==> src/rtl/sfr_div_pkg.sv <==
package sfr_div_pkg;

    localparam int DIV_SEL_W = 2;
    localparam int CNT_W     = 3;

    typedef enum logic [DIV_SEL_W-1:0] {
        DIV_BY1 = 2'd0,
        DIV_BY2 = 2'd1,
        DIV_BY4 = 2'd2,
        DIV_BY8 = 2'd3
    } div_sel_e;

    typedef struct packed {
        logic             busy;
        logic [CNT_W-1:0] left;
    } settle_t;

    // system cycles of settle time after a write: divider minus one
    function automatic logic [CNT_W-1:0] settle_cycles(div_sel_e d);
        logic [CNT_W:0] one;
        logic [CNT_W:0] full;
        one  = {{CNT_W{1'b0}}, 1'b1};
        full = (one << d) - one;
        return full[CNT_W-1:0];
    endfunction

endpackage

==> src/rtl/sfr_div_clkgen.sv <==
module sfr_div_clkgen
    import sfr_div_pkg::*;
(
    input  logic     clk,
    input  logic     rst,
    input  div_sel_e div_sel_i,
    input  logic     idle_i,
    output div_sel_e div_q_o,
    output logic     ce_o
);

    div_sel_e         div_q;
    logic [CNT_W-1:0] phase;
    logic [CNT_W-1:0] last_phase;

    assign last_phase = settle_cycles(div_q);

    always_ff @(posedge clk) begin
        if (rst) begin
            div_q <= DIV_BY1;
            phase <= '0;
        end else if (idle_i && (div_sel_i != div_q)) begin
            div_q <= div_sel_i;
            phase <= '0;
        end else if (phase == last_phase) begin
            phase <= '0;
        end else begin
            phase <= phase + 1'b1;
        end
    end

    assign div_q_o = div_q;
    assign ce_o    = (phase == last_phase);

    AST_DIV_HOLD: assert property (@(posedge clk) disable iff (rst)
        !idle_i |=> $stable(div_q));

    AST_PHASE_RANGE: assert property (@(posedge clk) disable iff (rst)
        phase <= last_phase);

endmodule

==> src/rtl/sfr_wr_tracker.sv <==
module sfr_wr_tracker
    import sfr_div_pkg::*;
#(
    parameter int AW = 8
) (
    input  logic             clk,
    input  logic             rst,
    input  logic             wr_i,
    input  logic [AW-1:0]    addr_i,
    input  logic [CNT_W-1:0] load_i,
    output logic [AW-1:0]    trk_addr_o,
    output settle_t          st_o
);

    logic [AW-1:0]    trk_addr;
    logic [CNT_W-1:0] left;

    always_ff @(posedge clk) begin
        if (rst) begin
            trk_addr <= '0;
            left     <= '0;
        end else if (wr_i) begin
            trk_addr <= addr_i;
            left     <= load_i;
        end else if (left != '0) begin
            left <= left - 1'b1;
        end
    end

    assign trk_addr_o = trk_addr;
    assign st_o.left  = left;
    assign st_o.busy  = (left != '0);

    AST_RELOAD: assert property (@(posedge clk) disable iff (rst)
        wr_i |=> (st_o.left == $past(load_i)) && (trk_addr_o == $past(addr_i)));

    AST_COUNT_DOWN: assert property (@(posedge clk) disable iff (rst)
        (!wr_i && st_o.busy) |=> (st_o.left == $past(st_o.left) - 1'b1));

    AST_ADDR_HELD: assert property (@(posedge clk) disable iff (rst)
        !wr_i |=> $stable(trk_addr_o));

endmodule

==> src/rtl/sfr_hazard_gate.sv <==
module sfr_hazard_gate
    import sfr_div_pkg::*;
#(
    parameter int AW       = 8,
    parameter bit STALL_EN = 1'b1
) (
    input  logic          clk,
    input  logic          rst,
    input  logic          acc_i,
    input  logic [AW-1:0] addr_i,
    input  logic [AW-1:0] trk_addr_i,
    input  settle_t       st_i,
    output logic          hazard_o,
    output logic          stall_o
);

    logic blocked;

    assign blocked  = acc_i && st_i.busy && (addr_i == trk_addr_i);
    assign hazard_o = blocked;

    generate
        if (STALL_EN) begin : g_stall
            assign stall_o = blocked;
        end else begin : g_flag_only
            assign stall_o = 1'b0;
        end
    endgenerate

    AST_FREE_WHEN_SETTLED: assert property (@(posedge clk) disable iff (rst)
        !st_i.busy |-> !hazard_o && !stall_o);

    AST_STALL_HOLDS: assert property (@(posedge clk) disable iff (rst)
        (stall_o && st_i.left > 1 && $stable(addr_i)) |=>
            (!acc_i || stall_o));

    AST_NO_STALL_FLAG_MODE: assert property (@(posedge clk) disable iff (rst)
        !STALL_EN |-> !stall_o);

endmodule

==> src/rtl/sfr_div_bridge.sv <==
module sfr_div_bridge
    import sfr_div_pkg::*;
#(
    parameter int AW       = 8,
    parameter int DW       = 8,
    parameter bit STALL_EN = 1'b1
) (
    input  logic          clk,
    input  logic          rst,
    input  logic [1:0]    div_sel_i,
    input  logic          wr_en_i,
    input  logic          rd_en_i,
    input  logic          rmw_en_i,
    input  logic [AW-1:0] addr_i,
    input  logic [DW-1:0] wdata_i,
    output logic [DW-1:0] rdata_o,
    output logic          stall_o,
    output logic          hazard_o,
    output logic          per_ce_o,
    output logic          per_wr_o,
    output logic [AW-1:0] per_waddr_o,
    output logic [DW-1:0] per_wdata_o,
    output logic [AW-1:0] per_raddr_o,
    input  logic [DW-1:0] per_rdata_i
);

    div_sel_e      div_q;
    settle_t       st;
    logic [AW-1:0] trk_addr;
    logic          idle;
    logic          acc;

    logic          wr_q;
    logic [AW-1:0] waddr_q;
    logic [DW-1:0] wdata_q;

    assign idle = !st.busy && !wr_en_i;
    assign acc  = rd_en_i || rmw_en_i;

    sfr_div_clkgen u_clkgen (
        .clk       (clk),
        .rst       (rst),
        .div_sel_i (div_sel_e'(div_sel_i)),
        .idle_i    (idle),
        .div_q_o   (div_q),
        .ce_o      (per_ce_o)
    );

    sfr_wr_tracker #(.AW(AW)) u_tracker (
        .clk        (clk),
        .rst        (rst),
        .wr_i       (wr_en_i),
        .addr_i     (addr_i),
        .load_i     (settle_cycles(div_q)),
        .trk_addr_o (trk_addr),
        .st_o       (st)
    );

    sfr_hazard_gate #(.AW(AW), .STALL_EN(STALL_EN)) u_gate (
        .clk        (clk),
        .rst        (rst),
        .acc_i      (acc),
        .addr_i     (addr_i),
        .trk_addr_i (trk_addr),
        .st_i       (st),
        .hazard_o   (hazard_o),
        .stall_o    (stall_o)
    );

    always_ff @(posedge clk) begin
        if (rst) begin
            wr_q    <= 1'b0;
            waddr_q <= '0;
            wdata_q <= '0;
        end else begin
            wr_q <= wr_en_i;
            if (wr_en_i) begin
                waddr_q <= addr_i;
                wdata_q <= wdata_i;
            end
        end
    end

    assign per_wr_o    = wr_q;
    assign per_waddr_o = waddr_q;
    assign per_wdata_o = wdata_q;
    assign per_raddr_o = addr_i;
    assign rdata_o     = per_rdata_i;

    AST_DIV1_NO_WAIT: assert property (@(posedge clk) disable iff (rst)
        (div_q == DIV_BY1) |-> !st.busy);

    AST_OTHER_ADDR_FREE: assert property (@(posedge clk) disable iff (rst)
        (acc && addr_i != trk_addr) |-> !hazard_o && !stall_o);

    AST_WRITE_FORWARD: assert property (@(posedge clk) disable iff (rst)
        wr_en_i |=> per_wr_o && (per_waddr_o == $past(addr_i))
                    && (per_wdata_o == $past(wdata_i)));

    AST_STALL_IMPLIES_HAZARD: assert property (@(posedge clk) disable iff (rst)
        stall_o |-> hazard_o);

endmodule

==> config.mk <==
export PLATFORM = sky130hd
export DESIGN_NAME = sfr_div_bridge
export DESIGN_NICKNAME = d
export VERILOG_FILES = /design/src/rtl/sfr_div_pkg.sv /design/src/rtl/sfr_div_clkgen.sv /design/src/rtl/sfr_wr_tracker.sv /design/src/rtl/sfr_hazard_gate.sv /design/src/rtl/sfr_div_bridge.sv
export SDC_FILE = /design/constraint.sdc
export NUM_CORES = 1
export LEC_CHECK = 0
export ABC_AREA = 1
export BUFFER_PORTS_ARGS = -buffer_cell sky130_fd_sc_hd__buf_2
export CAP_MARGIN = 0
export CELL_PAD_IN_SITES_DETAIL_PLACEMENT = 1
export CELL_PAD_IN_SITES_GLOBAL_PLACEMENT = 1
export CORE_MARGIN = 2
export CORE_UTILIZATION = 31
export CTS_BUF_LIST = sky130_fd_sc_hd__clkbuf_4 sky130_fd_sc_hd__clkbuf_8
export DETAILED_ROUTE_END_ITERATION = 8
export PLACE_DENSITY = 0.84
export REMOVE_ABC_BUFFERS = 1
export SLEW_MARGIN = 15
export SYNTH_ARGS = -nofsm -noshare
export SYNTH_HDL_FRONTEND = slang
export SYNTH_SLANG_ARGS = --single-unit
export TNS_END_PERCENT = 20
==> constraint.sdc <==
create_clock -name clk -period 1.5 [get_ports clk]
set_input_delay 0.15 -clock clk [delete_from_list [all_inputs] [get_ports clk]]
set_output_delay 0.15 -clock clk [all_outputs]
set_load 0.01 [all_outputs]
==> flow_metrics.env, run 1 <==
export IMPL_status="finished with violations"
export IMPL_violations="setup timing"
export IMPL_die_h_um=68.5
export IMPL_crit_type="reg -> out"
export IMPL_fill_cells=533
export IMPL_synth_area_um2=1290
export IMPL_final_cells=265
export IMPL_fp_dieW_um=68.5
export IMPL_dpl_instance_area_um2=1470
export IMPL_cp_max_fo=2
export IMPL_viasPerCell=4.51
export IMPL_slew_viol_final=0
export IMPL_drive_gt1_share_pct=35.3
export IMPL_initial_core_util_pct=32.2
export IMPL_postLayoutCellArea_um2=1580
export IMPL_dpl_cell_count=257
export IMPL_dieArea_um2=4690
export IMPL_ant_nets=0
export IMPL_ir_worst_vdd_uv=644
export IMPL_rsz0062_at_grt="yes"
export IMPL_yosysTopAreaCellShare_pct=38.8
export IMPL_multiInputGateArea_um2=576
export IMPL_maxSlewHeadroom_pct=80.8
export IMPL_clock_sinks=25
export IMPL_io_pin_count=67
export IMPL_remaining_drc_errors=0
export IMPL_cap_violations=0
export IMPL_antenna_found_initial=0
export IMPL_gp_congestion=0.736
export IMPL_clockBufferDepth=2
export IMPL_avgSynthCellArea_um2=7.28
export IMPL_clk_insertion_delay_late_ns=0.27
export IMPL_critPathRequiredTime_ns=1.35
export IMPL_period_needed_ns=1.51
export IMPL_grt_max_degree=23
export IMPL_post_route_period_util_pct=101
export IMPL_leakage_nw=0.797
export IMPL_cp_data_arrival_time_ns=1.36
export IMPL_area_delta_synth_final_pct=22.7
export IMPL_cts_tree="yes"
export IMPL_ys_types=18
export IMPL_grt_usage_pct=15.0
export IMPL_tightest_slew_ns=0.288
export IMPL_drtIter0Drc=24
export IMPL_fin_tns_setup_ns=-0.0190
export IMPL_reg2reg_slack_ns=0.20
export IMPL_finalNetCount=250
export IMPL_yosysWarningCount=0
export IMPL_finalSetupViolCount=2
export IMPL_dr_pass1_iters=4
export IMPL_fin_ws_ns=-0.0103
export IMPL_synth_area_leaders="dfxtp_1, buf_4, nor2_1, o21ai_0, nand2_1"
export IMPL_power_density_nw_per_um2=1050
export IMPL_overflow=0
export IMPL_grt_pass1_wl_um=5230
export IMPL_diodes=0
export IMPL_hold_class="in -> reg"
export IMPL_num_vias=1196
export IMPL_crit_path_end_kind="output port"
export IMPL_cts_max_level=1
export IMPL_cts_buffers=3
export IMPL_dpl_hpwl_um=2390
export IMPL_placementRows=23
export IMPL_clock_fmax_mhz=662
export IMPL_avgRoutedWirePerCell_um=12.0
export IMPL_routed_wl_um=3170
export IMPL_fin_skew_ns=0.00877
export IMPL_cts_root_buf="clkbuf_8"
export IMPL_ys_seq_elements=25
export IMPL_seq_area_frac_synth_pct=38.8
export IMPL_netlist_instances=177
export IMPL_worst_setup_path_start_kind="flop"
export IMPL_hold_viol_final=0
export IMPL_holdBufCountCts=0
export IMPL_clk_pin_slew_worst_paths_ns=0.09
export IMPL_regArea_um2=505
export IMPL_coreArea_um2=4000
export IMPL_portBuffers=50
export IMPL_grt_pass1_vias=1212
export IMPL_yosysTopAreaCell="dfxtp_1"
export IMPL_whs_ns=0.0690
==> through the flow <==
stage | utilization [%] | total power [W] | setup WS (ns)
final | 39.5 | 0.00165 | -0.0103
after global routing | 39.5 | 0.00178 | -0.138
after CTS | 39.1 | 0.00166 | -0.0905
after detailed placement | 36.8 | 0.00120 | 0.0732
after global placement | 36.8 | 0.00118 | 0.176
after floorplan | - | 0.00103 | 0.177
==> sequential cells by signal, indices dropped and copies added (netlist names) <==
name	cells
u_tracker.trk_addr_o	8
per_wdata_o	8
per_wr_o	1
u_clkgen.phase	3
u_tracker.left	3
u_clkgen.div_q_o	2
==> layer usage <==
layer	up-vias	GRT usage [%]	routed length [um]
met1	533	14.5	1250
met4	0	4.50	36
met2	49	29.7	1620
met5	-	0	0
li1	610	-	-
met3	4	4.77	260
==> where the power goes <==
group          internal [W]  total [W]  leakage [nW]  switching (W)
clock network      0.000188   0.000410        0.0217       0.000221
logic              0.000210   0.000460         0.567       0.000250
registers          0.000730   0.000783         0.209      0.0000534
==> cells by family (layout without fill, tap and decap cells) <==
logic type	Yosys count	after routing	synth area share, %
AND/OR/NAND/NOR	66	66	21.7
buffers and inverters	42	80	18.2
flip-flops	25	25	38.8
adder cells (fa/ha/maj)	3	3	2.91
XOR/XNOR	8	8	5.44
AO/OA/AOI/OAI	33	33	13.0
==> worst max-delay path: stages (launching register included) <==
cell	delay [ns]
dfxtp_2	0.36
inv_4	0.04
ha_4	0.15
nand2_2	0.08
o21ai_2	0.05
nor2_1	0.09
nand3_1	0.09
nor2_2	0.10
buf_2	0.13
==> synth_stat cells, drive strengths merged <==
cell type,n
nor2,34
dfxtp,25
nand2,25
o21ai,25
buf,22
inv,19
a21oi,7
nand3,7
xnor2,6
ha,3
xor2,2
clkbuf,1
o31ai,1
==> layout make-up <==
class / count / share of cell area (%)
clock buffers: 3 / 2.61
flip-flops and latches: 25 / 32.0
inverters: 19 / 4.67
well taps: 50 / 3.96
multi-input cells: 110 / 36.4
repair buffers: 57 / 19.9
clock inverters: 1 / 0.475
==> worst paths after layout <==
path / end / start / cells past startpoint
worst max-delay path: hazard_o / u_tracker.left[1] / 8
worst min-delay path: u_tracker.left[0] / rst / 2
worst max register to register: u_clkgen.phase[0] / u_tracker.left[1] / 9
worst min register to register: u_clkgen.phase[0] / u_clkgen.phase[0] / 1
==> repair_timing <==
action,in CTS,in global routing
endpoints found under the hold margin,0,0
endpoints found under the setup margin,2,3
resized for setup,9,4
pin swaps,4,3
setup buffers,3,1
==> layout by cell type (no fill, tap or decap), drive strengths merged <==
cell / n
buf: 57
clkinvlp: 1
a21oi: 7
dfxtp: 25
nand2: 25
xnor2: 6
o31ai: 1
ha: 3
nor2: 34
xor2: 2
nand3: 7
inv: 19
o21ai: 25
clkbuf: 3
No activity file was read; power rests on OpenSTA's default activity.
==> inputs of run 2 (changes only) <==
CORE_UTILIZATION = 28   (was 31)
PLACE_DENSITY = 0.8   (was 0.84)
clock period = 1.3 ns   (was 1.5 ns; I/O delays follow)
==> run 2 against run 1 <==
- the flow still finishes with violations (setup timing)
- clock skew is essentially flat
- count of clock-buffer cells in the layout is the same
- highest routed layer unchanged
- worst hold slack lost 0.017 ns
- worst setup slack lost 0.20 ns
- sequential share of layout area shrank 0.37 points
- routed wire length grew 6.7%
- clock power grew 21%
- register-to-register slack lost 0.34 ns
- final cell count grew 1.9%
==> flow_metrics.env, run 2 (synthesis results as in run 1) <==
export IMPL_status="finished with violations"
export IMPL_violations="setup timing"
export IMPL_post_route_period_util_pct=117
export IMPL_viasPerCell=4.47
export IMPL_dpl_hpwl_um=2550
export IMPL_crit_path_end_kind="output port"
export IMPL_dieArea_um2=5160
export IMPL_clk_insertion_delay_late_ns=0.28
export IMPL_cp_max_fo=2
export IMPL_hold_class="in -> reg"
export IMPL_ir_worst_vdd_uv=647
export IMPL_hp_start="rst"
export IMPL_crit_type="reg -> out"
export IMPL_grt_usage_pct=14.2
export IMPL_rr_startpoint="u_tracker.left[0]"
export IMPL_swShare_pct=32.9
export IMPL_cts_max_level=1
export IMPL_final_cell_mix="buf_2, nor2_1, nand2_1"
export IMPL_pwr_share_comb_pct=28.4
export IMPL_coreArea_um2=4380
export IMPL_cts_buffers=3
export IMPL_area_delta_synth_final_pct=24.5
export IMPL_cts_tree="yes"
export IMPL_num_vias=1208
export IMPL_p_int_w=0.00131
export IMPL_overflow=0
export IMPL_tightest_slew_ns=0.326
export IMPL_clock_fmax_mhz=660
export IMPL_remaining_drc_errors=0
export IMPL_fp_dieW_um=71.8
export IMPL_fin_skew_ns=0.00875
export IMPL_power_frac_clock_pct=25.3
export IMPL_portBuffers=50
export IMPL_crit_path_start="u_tracker.left[0]"
export IMPL_critPathRequiredTime_ns=1.17
export IMPL_finalSetupViolCount=10
export IMPL_globalRouteMet3Util_pct=3.94
export IMPL_clk_pin_slew_worst_paths_ns=0.10
export IMPL_diodes=0
export IMPL_grt_max_degree=18
export IMPL_grt_busiest_layer="met2"
export IMPL_holdBufCountCts=0
export IMPL_hold_viol_final=0
export IMPL_io_pin_count=67
export IMPL_cp_data_arrival_time_ns=1.38
export IMPL_whs_ns=0.0522
export IMPL_grt_pass1_wl_um=5730
export IMPL_finalNetCount=253
export IMPL_fin_ws_ns=-0.215
export IMPL_clockBufferDepth=2
export IMPL_gp_congestion=0.737
export IMPL_dpl_instance_area_um2=1490
export IMPL_cap_violations=0
export IMPL_final_cells=270
export IMPL_pre_cts_ws_ns=0.0188
export IMPL_antenna_found_initial=0
export IMPL_period_needed_ns=1.51
export IMPL_drtIter0Drc=16
export IMPL_seqPwrFrac_pct=46.2
export IMPL_placementRows=24
export IMPL_met1_usage_pct=16.2
export IMPL_grtUsageMet2_pct=25.2
export IMPL_routed_wl_um=3380
export IMPL_postLayoutCellArea_um2=1600
export IMPL_power_switching_w=0.000644
export IMPL_die_h_um=71.8
export IMPL_rsz0062_at_grt="yes"
export IMPL_drive_gt1_share_pct=37.6
export IMPL_layout_commonest_cell="buf_2"
export IMPL_leakage_nw=0.810
export IMPL_ant_nets=0
export IMPL_cts_root_buf="clkbuf_8"
export IMPL_dpl_cell_count=263
export IMPL_worst_setup_path_start_kind="flop"
export IMPL_avgRoutedWirePerCell_um=12.5
export IMPL_grt_pass1_vias=1256
export IMPL_initial_core_util_pct=29.4
export IMPL_slew_viol_final=0
export IMPL_clock_sinks=25
export IMPL_power_density_nw_per_um2=1220
export IMPL_dr_pass1_iters=4
export IMPL_maxSlewHeadroom_pct=78.3
run 2: cell count changes in the layout (fill, tap and decap cells not counted), sizes merged:
cell	before	now
clkinvlp	1	0
clkinv	0	1
buf	57	60
run 2: layer usage:
| metal | wire length [um] | part of all wire (%) |
|---|---|---|
| met1 | 1390 | 41 |
| met2 | 1790 | 53 |
| met3 | 157 | 4.6 |
| met4 | 42 | 1.2 |
| met5 | 0 | 0 |
run 2: repair_timing:
item,CTS,global route
endpoints found under the setup margin,3,10
hold endpoints to repair,0,0
pin swaps,4,3
cloned,0,0
gates resized for setup,9,10
setup buffers,1,2
run 2: metrics by stage:
step           utilization, %  total power, W  setup TNS (ns)
3_5_place_dp             34.1         0.00141               0
4_1_cts                  35.7         0.00192          -0.433
6_report                 36.6         0.00196           -1.29
3_3_place_gp             34.1         0.00138               0
5_1_grt                  36.6         0.00210           -2.22
2_1_floorplan               -         0.00119        -0.00613
run 2: power groups by stage:
stage	registers [W]	logic (W)	clock network, W
global placement	0.000912	0.000472	0
finish	0.000904	0.000556	0.000496
CTS	0.000902	0.000520	0.000499
global route	0.000917	0.000630	0.000555
floorplan	0.000920	0.000265	0
detailed placement	0.000914	0.000493	0
run 2: worst max-delay path, stage by stage, from the launching register on:
cell	delay, ns
dfxtp_2	0.36
inv_2	0.05
ha_4	0.16
nand2_2	0.07
o21ai_2	0.05
nor2_1	0.08
nand3_1	0.09
nor2_1	0.11
buf_2	0.14
run 2: worst paths after layout:
| kind | to | slack (ns) | cells after the start |
|---|---|---|---|
| hold reg to reg | u_clkgen.phase[0] | 0.47 | 1 |
| setup / recovery | stall_o | -0.21 | 8 |
| hold / removal | u_tracker.left[0] | 0.05 | 2 |
| setup reg to reg | u_clkgen.phase[1] | -0.14 | 10 |
run 2: layout make-up:
class                      count  area [um2]
clock inverter                 1        5.00
fill                         590        2780
sequential                    25         507
tap                           52        65.1
timing repair buffer          60         325
multi-input combinational    110         587
clock buffer                   3        41.3
inverter                      19        73.8
==> inputs of run 3 (changes only) <==
CORE_ASPECT_RATIO = 0.7   (was not set)
==> run 3 against run 2 <==
- the run still ends with setup timing left
- critical path depth unchanged
- routed wire length down 6.7%
- final cell count up 1.1%
- count of clock-buffer cells in the layout unchanged
- via count down 1.7%
- total power down 2.1%
- worst setup slack worse by 0.0041 ns
- first-iteration DRC count up 50%
- utilization down 0.10 points
- worst hold slack better by 0.015 ns
- sequential cell count unchanged
- register-to-register slack better by 0.16 ns
- critical path type unchanged
- critical endpoint is now hazard_o
- largest cell class unchanged
==> flow_metrics.env, run 3 (synthesis results as in run 1) <==
export IMPL_status="finished with violations"
export IMPL_violations="setup timing"
export IMPL_pwr_share_comb_pct=27.7
export IMPL_tightest_slew_ns=0.227
export IMPL_cap_violations=0
export IMPL_cts_max_level=1
export IMPL_placementRows=20
export IMPL_cp_data_arrival_time_ns=1.39
export IMPL_cts_buffers=3
export IMPL_hold_viol_final=0
export IMPL_reg2reg_to="u_tracker.left[2]"
export IMPL_endpoint="hazard_o"
export IMPL_crit_type="reg -> out"
export IMPL_initial_core_util_pct=29.4
export IMPL_holdBufCountCts=0
export IMPL_finalNetCount=253
export IMPL_hold_class="in -> reg"
export IMPL_dpl_hpwl_um=2390
export IMPL_pre_cts_ws_ns=-0.0662
export IMPL_viasPerCell=4.35
export IMPL_cp_max_fo=2
export IMPL_crit_buf_inv=2
export IMPL_coreArea_um2=4380
export IMPL_rr_startpoint="u_tracker.left[0]"
export IMPL_whs_ns=0.0668
export IMPL_grt_usage_pct=12.3
export IMPL_routed_wl_um=3150
export IMPL_area_delta_synth_final_pct=24.0
export IMPL_drtIter0Drc=24
export IMPL_io_pin_count=67
export IMPL_fin_skew_ns=0.00120
export IMPL_dieArea_um2=5170
export IMPL_seqPwrFrac_pct=47.3
export IMPL_portBuffers=50
export IMPL_dpl_cell_count=266
export IMPL_worst_setup_path_start_kind="flop"
export IMPL_cts_root_buf="clkbuf_8"
export IMPL_critPathRequiredTime_ns=1.17
export IMPL_overflow=0
export IMPL_cts_tree="yes"
export IMPL_post_route_period_util_pct=117
export IMPL_remaining_drc_errors=0
export IMPL_power_frac_clock_pct=25.1
export IMPL_grt_max_degree=16
export IMPL_num_vias=1187
export IMPL_fin_ws_ns=-0.219
export IMPL_drive_gt1_share_pct=36.2
export IMPL_ir_worst_vdd_uv=457
export IMPL_reg2reg_depth=7
export IMPL_clock_sinks=25
export IMPL_power_density_nw_per_um2=1200
export IMPL_finalSetupViolCount=2
export IMPL_avgRoutedWirePerCell_um=11.6
export IMPL_crit_path_end_kind="output port"
export IMPL_path_delay_family="simple AND/OR/NAND/NOR gates"
export IMPL_period_needed_ns=1.52
export IMPL_swShare_pct=31.9
export IMPL_max_stage_delay_ns=0.35
export IMPL_worst_path_max_delay_cell="dfxtp_2"
export IMPL_gp_congestion=0.742
export IMPL_maxSlewHeadroom_pct=84.7
export IMPL_fp_dieW_um=85.1
export IMPL_final_cell_mix="buf_2, nor2_1, nand2_1, o21ai_0, dfxtp_1"
export IMPL_p_int_w=0.00130
export IMPL_leakage_nw=0.810
export IMPL_clk_pin_slew_worst_paths_ns=0.09
export IMPL_layout_commonest_cell="buf_2"
export IMPL_grt_pass1_vias=1144
export IMPL_die_h_um=60.8
export IMPL_reg2reg_slack_ns=0.02
export IMPL_path_depth=8
export IMPL_clock_fmax_mhz=658
export IMPL_dr_pass1_iters=4
export IMPL_diodes=0
export IMPL_ant_nets=0
export IMPL_crit_path_start="u_tracker.left[0]"
export IMPL_fill_cells=564
export IMPL_crit_chain="inv_2, ha_4, nand2_2, o21ai_1, nor2_1, nand3_1, nor2_1, buf_2"
export IMPL_clockBufferDepth=2
export IMPL_grt_pass1_wl_um=5080
export IMPL_cp_common_cell="nor2_1"
export IMPL_slew_viol_final=0
export IMPL_antenna_found_initial=0
export IMPL_rsz0062_at_grt="yes"
export IMPL_final_cells=273
export IMPL_power_switching_w=0.000610
export IMPL_clk_insertion_delay_late_ns=0.27
==> run 3: metal layers <==
| metal | global-route usage [%] | wire [um] |
|---|---|---|
| met5 | 0 | 0 |
| met4 | 1.36 | 0 |
| met3 | 5.17 | 208 |
| met2 | 21.1 | 1490 |
| met1 | 15.1 | 1460 |
==> run 3: final cells by class <==
class	count	area, um2	share of cell area [%]
multi-input combinational	110	577	36.1
inverter	19	71.3	4.46
sequential	25	507	31.7
clock inverter	1	7.51	0.470
tap	55	68.8	4.31
timing repair buffer	60	325	20.4
clock buffer	3	41.3	2.58
==> run 3: stage by stage <==
step | area (um2) | total power, W | util (%) | setup TNS, ns
floorplan | 1130 | 0.00119 | - | -0.00613
global placement | 1500 | 0.00138 | 34.2 | -0.0280
detailed placement | 1500 | 0.00140 | 34.2 | -0.132
CTS | 1580 | 0.00192 | 36.1 | -0.507
global route | 1600 | 0.00205 | 36.5 | -0.643
finish | 1600 | 0.00191 | 36.5 | -0.436
==> run 3: worst min path at each step <==
stage,startpoint,slack [ns],depth (start not counted),end
floorplan,rst,0.20,1,u_tracker.left[0]
global placement,per_rdata_i[0],0.26,0,rdata_o[0]
detailed placement,per_rdata_i[0],0.26,0,rdata_o[0]
CTS,wdata_i[2],0.07,3,per_wdata_o[2]
global route,rst,0.07,2,u_tracker.left[0]
finish,rst,0.07,2,u_tracker.left[0]
==> run 3: what timing repair did <==
item / 4_1_cts / 5_1_grt
setup buffers: 2 / 1
pin swaps: 4 / 4
gates resized for setup: 8 / 6
endpoints found under the setup margin: 3 / 3
==> run 3: power by group through the flow <==
stage / sequential, W / clock, W / combinational (W)
3_5_place_dp: 0.000913 / 0 / 0.000486
5_1_grt: 0.000917 / 0.000532 / 0.000599
2_1_floorplan: 0.000920 / 0 / 0.000265
4_1_cts: 0.000900 / 0.000500 / 0.000521
6_report: 0.000904 / 0.000480 / 0.000530
3_3_place_gp: 0.000910 / 0 / 0.000472
